## config.mk

```make
export PLATFORM = sky130hd
export DESIGN_NAME = gpr_bank
export DESIGN_NICKNAME = d
export VERILOG_FILES = /design/src/rtl/gpr_pkg.sv /design/src/rtl/gpr_write_arb.sv /design/src/rtl/gpr_storage.sv /design/src/rtl/gpr_read_port.sv /design/src/rtl/gpr_hilo.sv /design/src/rtl/gpr_bank.sv
export SDC_FILE = /design/constraint.sdc
export NUM_CORES = 2
export LEC_CHECK = 0
export BUFFER_PORTS_ARGS = -buffer_cell sky130_fd_sc_hd__buf_2
export CELL_PAD_IN_SITES_DETAIL_PLACEMENT = 1
export CELL_PAD_IN_SITES_GLOBAL_PLACEMENT = 1
export CORE_ASPECT_RATIO = 0.8
export CORE_MARGIN = 2
export CORE_UTILIZATION = 48
export CTS_BUF_LIST = sky130_fd_sc_hd__clkbuf_2
export CTS_CLUSTER_DIAMETER = 50
export DETAILED_ROUTE_END_ITERATION = 16
export GPL_TIMING_DRIVEN = 0
export MAX_ROUTING_LAYER = met4
export PLACE_DENSITY_LB_ADDON = 0.1
export SYNTH_ARGS = -nofsm -noshare
export SYNTH_HDL_FRONTEND = slang
export SYNTH_SLANG_ARGS = --single-unit
```

## constraint.sdc

```tcl
create_clock -name clk -period 2.3 [get_ports clk]
set_input_delay 0.23 -clock clk [delete_from_list [all_inputs] [get_ports clk]]
set_output_delay 0.23 -clock clk [all_outputs]
set_load 0.05 [all_outputs]
```

## src/rtl/gpr_pkg.sv

```systemverilog
// Package: shared defaults for the integer register bank.
// Assumes the register count is a power of two.
package gpr_pkg;
    parameter int unsigned GPR_XLEN  = 32;
    parameter int unsigned GPR_COUNT = 32;

    // Selects how a same-cycle read of a written register is resolved
    typedef enum logic {
        READ_OLD = 1'b0,
        READ_NEW = 1'b1
    } rd_mode_e;
endpackage

```

## src/rtl/gpr_write_arb.sv

```systemverilog
// Module: resolves the normal write port against the call link path.
// Drops writes to index zero and drops a normal write to the link
// register when a link write lands in the same cycle.
// Assumes LINK_IDX is non-zero.
module gpr_write_arb #(
    parameter int unsigned XLEN     = 32,
    parameter int unsigned AW       = 5,
    parameter logic [AW-1:0] LINK_IDX = '1
) (
    input  logic            wr_en,
    input  logic [AW-1:0]   wr_idx,
    input  logic [XLEN-1:0] wr_data,
    input  logic            link_en,
    input  logic [XLEN-1:0] link_addr,
    output logic            norm_go,
    output logic [AW-1:0]   norm_idx,
    output logic [XLEN-1:0] norm_data,
    output logic            link_go,
    output logic [XLEN-1:0] link_data
);
    logic idx_is_zero;
    logic link_clash;

    // Detect the two cases that suppress a normal write
    always_comb begin
        idx_is_zero = (wr_idx == '0);
        link_clash  = link_en && (wr_idx == LINK_IDX);
    end

    // Forward the surviving requests to the storage array
    always_comb begin
        norm_go   = wr_en && !idx_is_zero && !link_clash;
        norm_idx  = wr_idx;
        norm_data = wr_data;
        link_go   = link_en;
        link_data = link_addr;
    end
endmodule

```

## src/rtl/gpr_storage.sv

```systemverilog
// Module: array of general registers with a hardwired zero entry.
// Each entry has its own flop group. The link path has priority on
// the link entry. Inputs are assumed pre-filtered by gpr_write_arb.
module gpr_storage #(
    parameter int unsigned XLEN     = 32,
    parameter int unsigned NREGS    = 32,
    parameter int unsigned AW       = 5,
    parameter logic [AW-1:0] LINK_IDX = '1
) (
    input  logic            clk,
    input  logic            rst_n,
    input  logic            norm_go,
    input  logic [AW-1:0]   norm_idx,
    input  logic [XLEN-1:0] norm_data,
    input  logic            link_go,
    input  logic [XLEN-1:0] link_data,
    output logic [XLEN-1:0] regs [NREGS]
);
    genvar g;
    generate
        for (g = 0; g < NREGS; g++) begin : g_entry
            if (g == 0) begin : g_zero
                // Entry zero is a constant, never stored
                assign regs[g] = '0;
            end else begin : g_flop
                localparam logic [AW-1:0] MY_IDX = AW'(g);
                logic [XLEN-1:0] q;
                logic            hit_link;
                logic            hit_norm;

                // Decode whether either path targets this entry
                always_comb begin
                    hit_link = link_go && (MY_IDX == LINK_IDX);
                    hit_norm = norm_go && (norm_idx == MY_IDX);
                end

                // Update the entry, link path first
                always_ff @(posedge clk) begin
                    if (!rst_n) begin
                        q <= '0;
                    end else if (hit_link) begin
                        q <= link_data;
                    end else if (hit_norm) begin
                        q <= norm_data;
                    end
                end

                assign regs[g] = q;
            end
        end
    endgenerate
endmodule

```

## src/rtl/gpr_read_port.sv

```systemverilog
// Module: one combinational read port over the register array.
// With BYPASS set, a same-cycle write to the selected entry is
// returned in place of the stored value (link path first).
module gpr_read_port #(
    parameter int unsigned XLEN     = 32,
    parameter int unsigned NREGS    = 32,
    parameter int unsigned AW       = 5,
    parameter logic [AW-1:0] LINK_IDX = '1,
    parameter gpr_pkg::rd_mode_e MODE = gpr_pkg::READ_OLD
) (
    input  logic [AW-1:0]   sel,
    input  logic [XLEN-1:0] regs [NREGS],
    input  logic            norm_go,
    input  logic [AW-1:0]   norm_idx,
    input  logic [XLEN-1:0] norm_data,
    input  logic            link_go,
    input  logic [XLEN-1:0] link_data,
    output logic [XLEN-1:0] data
);
    logic [XLEN-1:0] stored;

    // Pick the stored value of the selected entry
    always_comb begin
        stored = regs[sel];
    end

    generate
        if (MODE == gpr_pkg::READ_NEW) begin : g_bypass
            // Replace stored value with an in-flight write to the same entry
            always_comb begin
                if (sel == '0) begin
                    data = '0;
                end else if (link_go && (sel == LINK_IDX)) begin
                    data = link_data;
                end else if (norm_go && (norm_idx == sel)) begin
                    data = norm_data;
                end else begin
                    data = stored;
                end
            end
        end else begin : g_plain
            logic unused_ok;
            // Old value only; write-side inputs are not consulted
            always_comb begin
                data      = stored;
                unused_ok = ^{norm_go, norm_idx, norm_data, link_go, link_data};
            end
        end
    endgenerate
endmodule

```

## src/rtl/gpr_hilo.sv

```systemverilog
// Module: HI/LO result pair for multiply and divide units.
// A single-half strobe takes priority over the pair load for its half.
module gpr_hilo #(
    parameter int unsigned XLEN = 32
) (
    input  logic              clk,
    input  logic              rst_n,
    input  logic              pair_we,
    input  logic [2*XLEN-1:0] pair_data,
    input  logic              hi_we,
    input  logic [XLEN-1:0]   hi_data,
    input  logic              lo_we,
    input  logic [XLEN-1:0]   lo_data,
    output logic [XLEN-1:0]   hi_q,
    output logic [XLEN-1:0]   lo_q
);
    logic [XLEN-1:0] pair_hi;
    logic [XLEN-1:0] pair_lo;

    // Split the wide result into its two halves
    always_comb begin
        pair_hi = pair_data[2*XLEN-1:XLEN];
        pair_lo = pair_data[XLEN-1:0];
    end

    // Update HI: single strobe first, then pair
    always_ff @(posedge clk) begin
        if (!rst_n) begin
            hi_q <= '0;
        end else if (hi_we) begin
            hi_q <= hi_data;
        end else if (pair_we) begin
            hi_q <= pair_hi;
        end
    end

    // Update LO: single strobe first, then pair
    always_ff @(posedge clk) begin
        if (!rst_n) begin
            lo_q <= '0;
        end else if (lo_we) begin
            lo_q <= lo_data;
        end else if (pair_we) begin
            lo_q <= pair_lo;
        end
    end
endmodule

```

## src/rtl/gpr_bank.sv

```systemverilog
// Module: top of the integer register bank.
// Two combinational read ports, one normal write port, a call link
// path into the top register, and the HI/LO pair.
// Assumes NREGS is a power of two and at least 2.
module gpr_bank #(
    parameter int unsigned XLEN   = gpr_pkg::GPR_XLEN,
    parameter int unsigned NREGS  = gpr_pkg::GPR_COUNT,
    parameter bit          BYPASS = 1'b0,
    localparam int unsigned AW    = $clog2(NREGS)
) (
    input  logic              clk,
    input  logic              rst_n,
    input  logic [AW-1:0]     rd_a_idx,
    output logic [XLEN-1:0]   rd_a_data,
    input  logic [AW-1:0]     rd_b_idx,
    output logic [XLEN-1:0]   rd_b_data,
    input  logic              wr_en,
    input  logic [AW-1:0]     wr_idx,
    input  logic [XLEN-1:0]   wr_data,
    input  logic              link_en,
    input  logic [XLEN-1:0]   link_addr,
    input  logic              pair_we,
    input  logic [2*XLEN-1:0] pair_data,
    input  logic              hi_we,
    input  logic [XLEN-1:0]   hi_data,
    input  logic              lo_we,
    input  logic [XLEN-1:0]   lo_data,
    output logic [XLEN-1:0]   hi_q,
    output logic [XLEN-1:0]   lo_q
);
    localparam logic [AW-1:0] LINK_IDX = AW'(NREGS - 1);
    localparam int unsigned   NPORTS   = 2;
    localparam gpr_pkg::rd_mode_e MODE =
        BYPASS ? gpr_pkg::READ_NEW : gpr_pkg::READ_OLD;

    logic            norm_go;
    logic [AW-1:0]   norm_idx;
    logic [XLEN-1:0] norm_data;
    logic            link_go;
    logic [XLEN-1:0] link_data;
    logic [XLEN-1:0] regs [NREGS];
    logic [AW-1:0]   port_sel  [NPORTS];
    logic [XLEN-1:0] port_data [NPORTS];

    gpr_write_arb #(
        .XLEN(XLEN), .AW(AW), .LINK_IDX(LINK_IDX)
    ) u_arb (
        .wr_en(wr_en), .wr_idx(wr_idx), .wr_data(wr_data),
        .link_en(link_en), .link_addr(link_addr),
        .norm_go(norm_go), .norm_idx(norm_idx), .norm_data(norm_data),
        .link_go(link_go), .link_data(link_data)
    );

    gpr_storage #(
        .XLEN(XLEN), .NREGS(NREGS), .AW(AW), .LINK_IDX(LINK_IDX)
    ) u_store (
        .clk(clk), .rst_n(rst_n),
        .norm_go(norm_go), .norm_idx(norm_idx), .norm_data(norm_data),
        .link_go(link_go), .link_data(link_data),
        .regs(regs)
    );

    // Gather port selects so the read ports can be generated
    always_comb begin
        port_sel[0] = rd_a_idx;
        port_sel[1] = rd_b_idx;
    end

    genvar p;
    generate
        for (p = 0; p < NPORTS; p++) begin : g_rport
            gpr_read_port #(
                .XLEN(XLEN), .NREGS(NREGS), .AW(AW),
                .LINK_IDX(LINK_IDX), .MODE(MODE)
            ) u_rd (
                .sel(port_sel[p]), .regs(regs),
                .norm_go(norm_go), .norm_idx(norm_idx), .norm_data(norm_data),
                .link_go(link_go), .link_data(link_data),
                .data(port_data[p])
            );
        end
    endgenerate

    // Drive the read outputs from the generated ports
    always_comb begin
        rd_a_data = port_data[0];
        rd_b_data = port_data[1];
    end

    gpr_hilo #(
        .XLEN(XLEN)
    ) u_hilo (
        .clk(clk), .rst_n(rst_n),
        .pair_we(pair_we), .pair_data(pair_data),
        .hi_we(hi_we), .hi_data(hi_data),
        .lo_we(lo_we), .lo_data(lo_data),
        .hi_q(hi_q), .lo_q(lo_q)
    );
endmodule

```

==> results of run 1 <==
[timing repair]
item,CTS
resized for setup,832
hold endpoints to repair,1056
setup endpoints to repair,128
hold buffers,655
cloned,0
pin swaps,73
buffers inserted,5
[stage by stage]
step	util	setup slack (ns)	area, um^2	setup TNS [ns]
3_5_place_dp	0.517	-1.98	60500	-318.91
3_3_place_gp	0.516	-2.00	60500	-318.03
2_1_floorplan	-	0.151	56900	0
4_1_cts	0.623	-1.67	73000	-128.81
[cells by family after synthesis]
group | count (synthesis) | share of synthesized area
AOI/OAI and AO/OA | 1568 | 0.197
DFF | 1056 | 0.371
buffers and inverters | 676 | 0.0508
and+or+nand+nor | 2670 | 0.191
muxes | 992 | 0.190
[cells in the mapped netlist (all sizes together)]
cell type  instances  area, um^2
and2              98         613
nand2           2175        8160
mux2i            864        8650
a31oi             64         400
nor2              34         133
or2                2        12.5
and2b              4        30.0
buf              243        1260
a21boi           960        7210
nand2b             7        43.8
a21oi            128         641
nor3              73         395
a221oi            64         561
mux2              64         721
o21ai             96         480
dfxtp           1056       21100
nand4              1        6.26
a22oi            256        1920
nand3            203        1020
nor2b             73         457
mux4              64        1440
clkbuf           433        1630
[layer usage]
layer	GRT overflow	global-route usage
met5	-	-
met4	301	0.610
met3	88	0.510
met2	834	0.890
met1	76	0.765
==> results.txt, run 1 <==
----------------------------------------------------
[Floorplanning]
  Die height ... 312 um
  Std cell rows ... 112
  Initial core utilization ... 0.486
  Die span in x ... 389 um
  I/O pin count ... 342

[Synth]
  Synthesized instance count ... 6,962
  Cell variety after synth ... 27
  Cell Area, Synth ... 56,900 um^2
  Avg Synthesized Cell Area ... 8.18 um^2
  Synth Register Bits ... 1,056
  Portion of the post-synthesis area used by sequential elements ... 0.371
  Synthesized netlist net count ... 7,176
  Warnings from Yosys ... 0

[Clock network]
  H-tree levels ... 5
  Buffer depth of the longest clock path ... 4
  CTS Buf Count ... 299
  Number of clock sinks ... 1,056
  Root buffer cell ... clkbuf_2

[Outcome]
  Run status ... stopped before the end
  Tool Error ... [ERROR GRT-0116] Global routing finished with congestion. Check the congestion regions in the DRC Viewer.
  Last step reached ... global routing

[Place]
  Final weighted congestion in routability-driven placement ... 1.03
  HPWL after detailed placement ... 227,000 um
  Number of buffers inserted by port buffering ... 332
  Post-Place Cells ... 8,833

[Global route]
  Number of global-route vias before repair ... 78,400
  First-pass GRT wire length ... 611,000 um
  Largest net degree at the start of global routing ... 17
  Tot GR Track Use ... 0.724
  Sum of overflow across all layers after global routing ... 1,299

----------------------------------------------------
==> run 2: changes to the inputs <==
CELL_PAD_IN_SITES_DETAIL_PLACEMENT = unset   (was 1)
CELL_PAD_IN_SITES_GLOBAL_PLACEMENT = unset   (was 1)
CORE_ASPECT_RATIO = unset   (was 0.8)
CORE_UTILIZATION = 40   (was 48)
CTS_BUF_LIST = unset   (was sky130_fd_sc_hd__clkbuf_2)
CTS_CLUSTER_DIAMETER = unset   (was 50)
MAX_ROUTING_LAYER = unset   (was met4)
PLACE_DENSITY_LB_ADDON = 0.15   (was 0.1)
==> run 2 against run 1 <==
Against the previous run: the flow now finishes, with violations (negative hold slack, negative setup slack); area after synthesis did not move; synthesized cell count unchanged.
==> results.txt, run 2 <==
----------------------------------------------------
[Synth]
  Portion of the post-synthesis area used by sequential elements ... 0.371
  Cell Area, Synth ... 56,900 um^2
  Top cells by area, synth ... dfxtp_1 (37%), mux2i_1 (15%), nand2_1 (14%), a21boi_0 (12%), a22oi_1 (3.4%)
  Number of enable flip-flop cells after synthesis ... 0
  Async set or reset register ratio after synthesis ... 0
  Primary flip-flop cell chosen by synthesis mapping ... dfxtp_1
  Top cell type's share of synthesized area ... 0.371
  Cell variety after synth ... 27
  Synth Register Bits ... 1,056
  Dominant cell type by area after synthesis ... dfxtp_1
  Avg Synthesized Cell Area ... 8.18 um^2
  Ranking of synthesized cells by instance count ... nand2_1 (2,175), dfxtp_1 (1,056), a21boi_0 (929), mux2i_1 (864), clkbuf_1 (433)
  Synthesized netlist net count ... 7,176
  Synthesized instance count ... 6,962
  Warnings from Yosys ... 0
  Most instantiated library cell after synthesis ... nand2_1

[Power]
  Max VDD drop ... 0.590 mV
  Power density of the placed cells ... 660 nW/um^2
  Switching part of the total power ... 0.284
  NetSw ... 13,300 uW
  Internal power contribution ... 33,600 uW
  Leakage power of the design ... 0.0267 uW
  Portion of total power attributed to combinational logic ... 0.151
  Register share of total power ... 0.399
  Overall power of the completed layout ... 46,900 uW
  Clock Power Share ... 0.451

[Timing]
  Slew at the pin closest to its max-slew limit ... 1.18 ns
  Final-report hold violation count ... 1
  Period minus WS final ... 2.80 ns
  Final Setup Violations ... 64
  Unrepaired setup endpoints after global routing ... true
  Min Hold Slack ... -0.0466 ns
  Max-slew headroom at the worst pin ... 0.212
  Setup clock skew after layout ... 0 ns
  Number of slew-limit violations in the final report ... 0
  Final setup margin ... -0.503 ns
  Final critical-path share of the clock period ... 1.22
  Top achievable clock speed ... 357 MHz

[Global route]
  Sum of overflow across all layers after global routing ... 0
  First-pass GRT wire length ... 354,000 um
  Largest net degree at the start of global routing ... 17
  Tot GR Track Use ... 0.327
  Number of global-route vias before repair ... 52,400
  Initial antenna violation count ... 14

[Floorplanning]
  I/O pin count ... 342
  Die span in x ... 381 um
  Die height ... 381 um
  Total die area ... 145,000 um^2
  Std cell rows ... 138
  Initial core utilization ... 0.403
  Area inside the core boundary ... 141,000 um^2

[Clock network]
  CTS tree ... built
  Number of clock sinks ... 1,056
  Root buffer cell ... clkbuf_16
  Buffer depth of the longest clock path ... 3
  CTS Buf Count ... 121
  Worst-skew pair later-pin latency ... 0.75 ns
  Clock-pin slew on the worst setup and hold paths ... 0.05 ns
  H-tree levels ... 3

[Place]
  Instance area after placement ... 60,900 um^2
  HPWL after detailed placement ... 196,000 um
  Final weighted congestion in routability-driven placement ... 1.07
  Post-Place Cells ... 9,184
  Number of buffers inserted by port buffering ... 332

[Worst setup path]
  Startpoint type of the worst setup path ... primary input
  Critical path data required time ... 2.07 ns
  Worst Path Arrival ... 2.57 ns
  Largest driver fanout on the critical path ... 10
  Reg-to-Reg Start ... u_hilo.lo_q[17]
  Nature of the critical path endpoint ... output port
  WS Path Type ... in -> out
  Cells on worst reg2reg path ... 4
  Worst reg-to-reg setup slack ... 0.86 ns
  Capture point of the worst reg-to-reg path ... u_hilo.lo_q[17]

[Cells and area]
  Final net count ... 7,815
  Share of final-layout standard cells stronger than drive strength 1 ... 0.174
  Post-synthesis to final-layout area growth ... 24.9%
  Design area ... 71,100 um^2
  Largest register by flop count ... u_store.g_entry.g_flop.q
  Max reg flops ... 992
  Leading cell types in the layout, fill and taps excluded ... nand2_1 (2,175), dfxtp_1 (1,012), a21boi_0 (929)
  Most frequent standard cell in the layout excluding fill and tap cells ... nand2_1
  Registers with the highest flip-flop counts ... u_store.g_entry.g_flop.q: 992 flops, u_hilo.hi_q: 32 flops, u_hilo.lo_q: 32 flops
  Layout Cells excl Fill ... 9,590

[Outcome]
  Failing checks ... negative hold slack, negative setup slack
  Run status ... complete, but fails checks

[Route]
  Post-detailed-route via-to-cell ratio ... 5.61
  Total length of routed wires ... 246,000 um
  1st-iter DRT viols ... 5,081
  Number of routed nets with antenna violations ... 0
  Number of iterations in the first detailed-routing pass ... 6
  Routed length per placed instance ... 25.7 um
  Number of design rule violations left after detail routing ... 0
  Count of vias placed by the detailed router ... 53,800

[Hold path]
  Start point of the worst min-delay path ... link_addr[21]
  Min-delay worst type ... in -> reg
  Hold Path Depth ... 4
  WHS Endpoint ... u_store.g_entry[31].g_flop.q[21]

[Flow run]
  Max-Cap Viols ... 0

----------------------------------------------------
==> run 2: cell counts after synthesis <==
No cell type changed its count.
==> run 2: repair_timing <==
| action | 4_1_cts | 5_1_grt |
|---|---|---|
| resized for setup | 691 | 223 |
| cloned | 0 | 0 |
| endpoints found under the hold margin | 95 | 0 |
| pin swaps | 56 | 64 |
| hold buffers | 180 | 0 |
| buffers inserted | 5 | 0 |
| setup endpoints to repair | 75 | 65 |
==> run 2: worst max-delay path, stage by stage <==
cell and delay, ns:
buf_2 0.16, nor2b_1 0.16, clkbuf_2 0.37, clkbuf_1 0.59, a22oi_1 0.27, a31oi_4 0.42, nand3_2 0.17, buf_6 0.18
==> run 2: kinds of logic (layout without fill, tap and decap cells) <==
group	after synthesis	after routing	share of synthesized area
other	0	2	0
DFF	1056	1056	0.371
AOI/OAI and AO/OA	1568	1568	0.197
buffers and inverters	676	1412	0.0508
muxes	992	992	0.190
and+or+nand+nor	2670	2670	0.191
==> run 2: area by class of cell <==
cell class                 count  area [um^2]
antenna                        2         5.00
buffer                       675         3180
tap                         1890         2360
fill                       13400        70300
clock buffer                 182         3640
sequential                  1056        21200
timing repair buffer         517         4080
multi-input combinational   5230        36000
clock inverter                38          643
==> run 2: worst max path at each step <==
stage | startpoint | endpoint | slack (ns) | depth (start not counted)
6_report | rd_b_idx[2] | rd_b_data[13] | -0.50 | 8
5_1_grt | u_store.g_entry[7].g_flop.q[16] | rd_a_data[16] | -0.53 | 6
4_1_cts | u_store.g_entry[7].g_flop.q[18] | rd_b_data[18] | -0.46 | 6
3_5_place_dp | rd_b_idx[2] | rd_b_data[0] | -1.67 | 9
3_3_place_gp | rd_b_idx[2] | rd_b_data[0] | -1.70 | 9
2_1_floorplan | rd_a_idx[1] | rd_a_data[10] | 0.15 | 7
==> run 2: per-stage QoR <==
stage / utilization / TNS [ns] / worst slack [ns]
final: 0.503 / -23.65 / -0.503
after global placement: 0.431 / -260.23 / -1.70
after global routing: 0.503 / -25.49 / -0.525
after detailed placement: 0.431 / -284.92 / -1.67
after CTS: 0.496 / -25.04 / -0.457
after floorplan: - / 0 / 0.151
==> run 2: layer usage <==
layer  GRT usage  wire, um
met2       0.529    113000
met3      0.0536     17900
met4       0.143     11600
met1       0.427    104000
met5           0       100
==> run 2: power groups by stage <==
| stage | Clock [uW] | Sequential (uW) | Combinational [uW] |
|---|---|---|---|
| final | 21100 | 18700 | 7080 |
| after global routing | 22000 | 18700 | 7320 |
| after CTS | 21300 | 18700 | 6770 |
| after detailed placement | 0 | 19100 | 5770 |
| after global placement | 0 | 19100 | 5740 |
| after floorplan | 0 | 19300 | 3240 |
(Power assumes the default switching activity.)
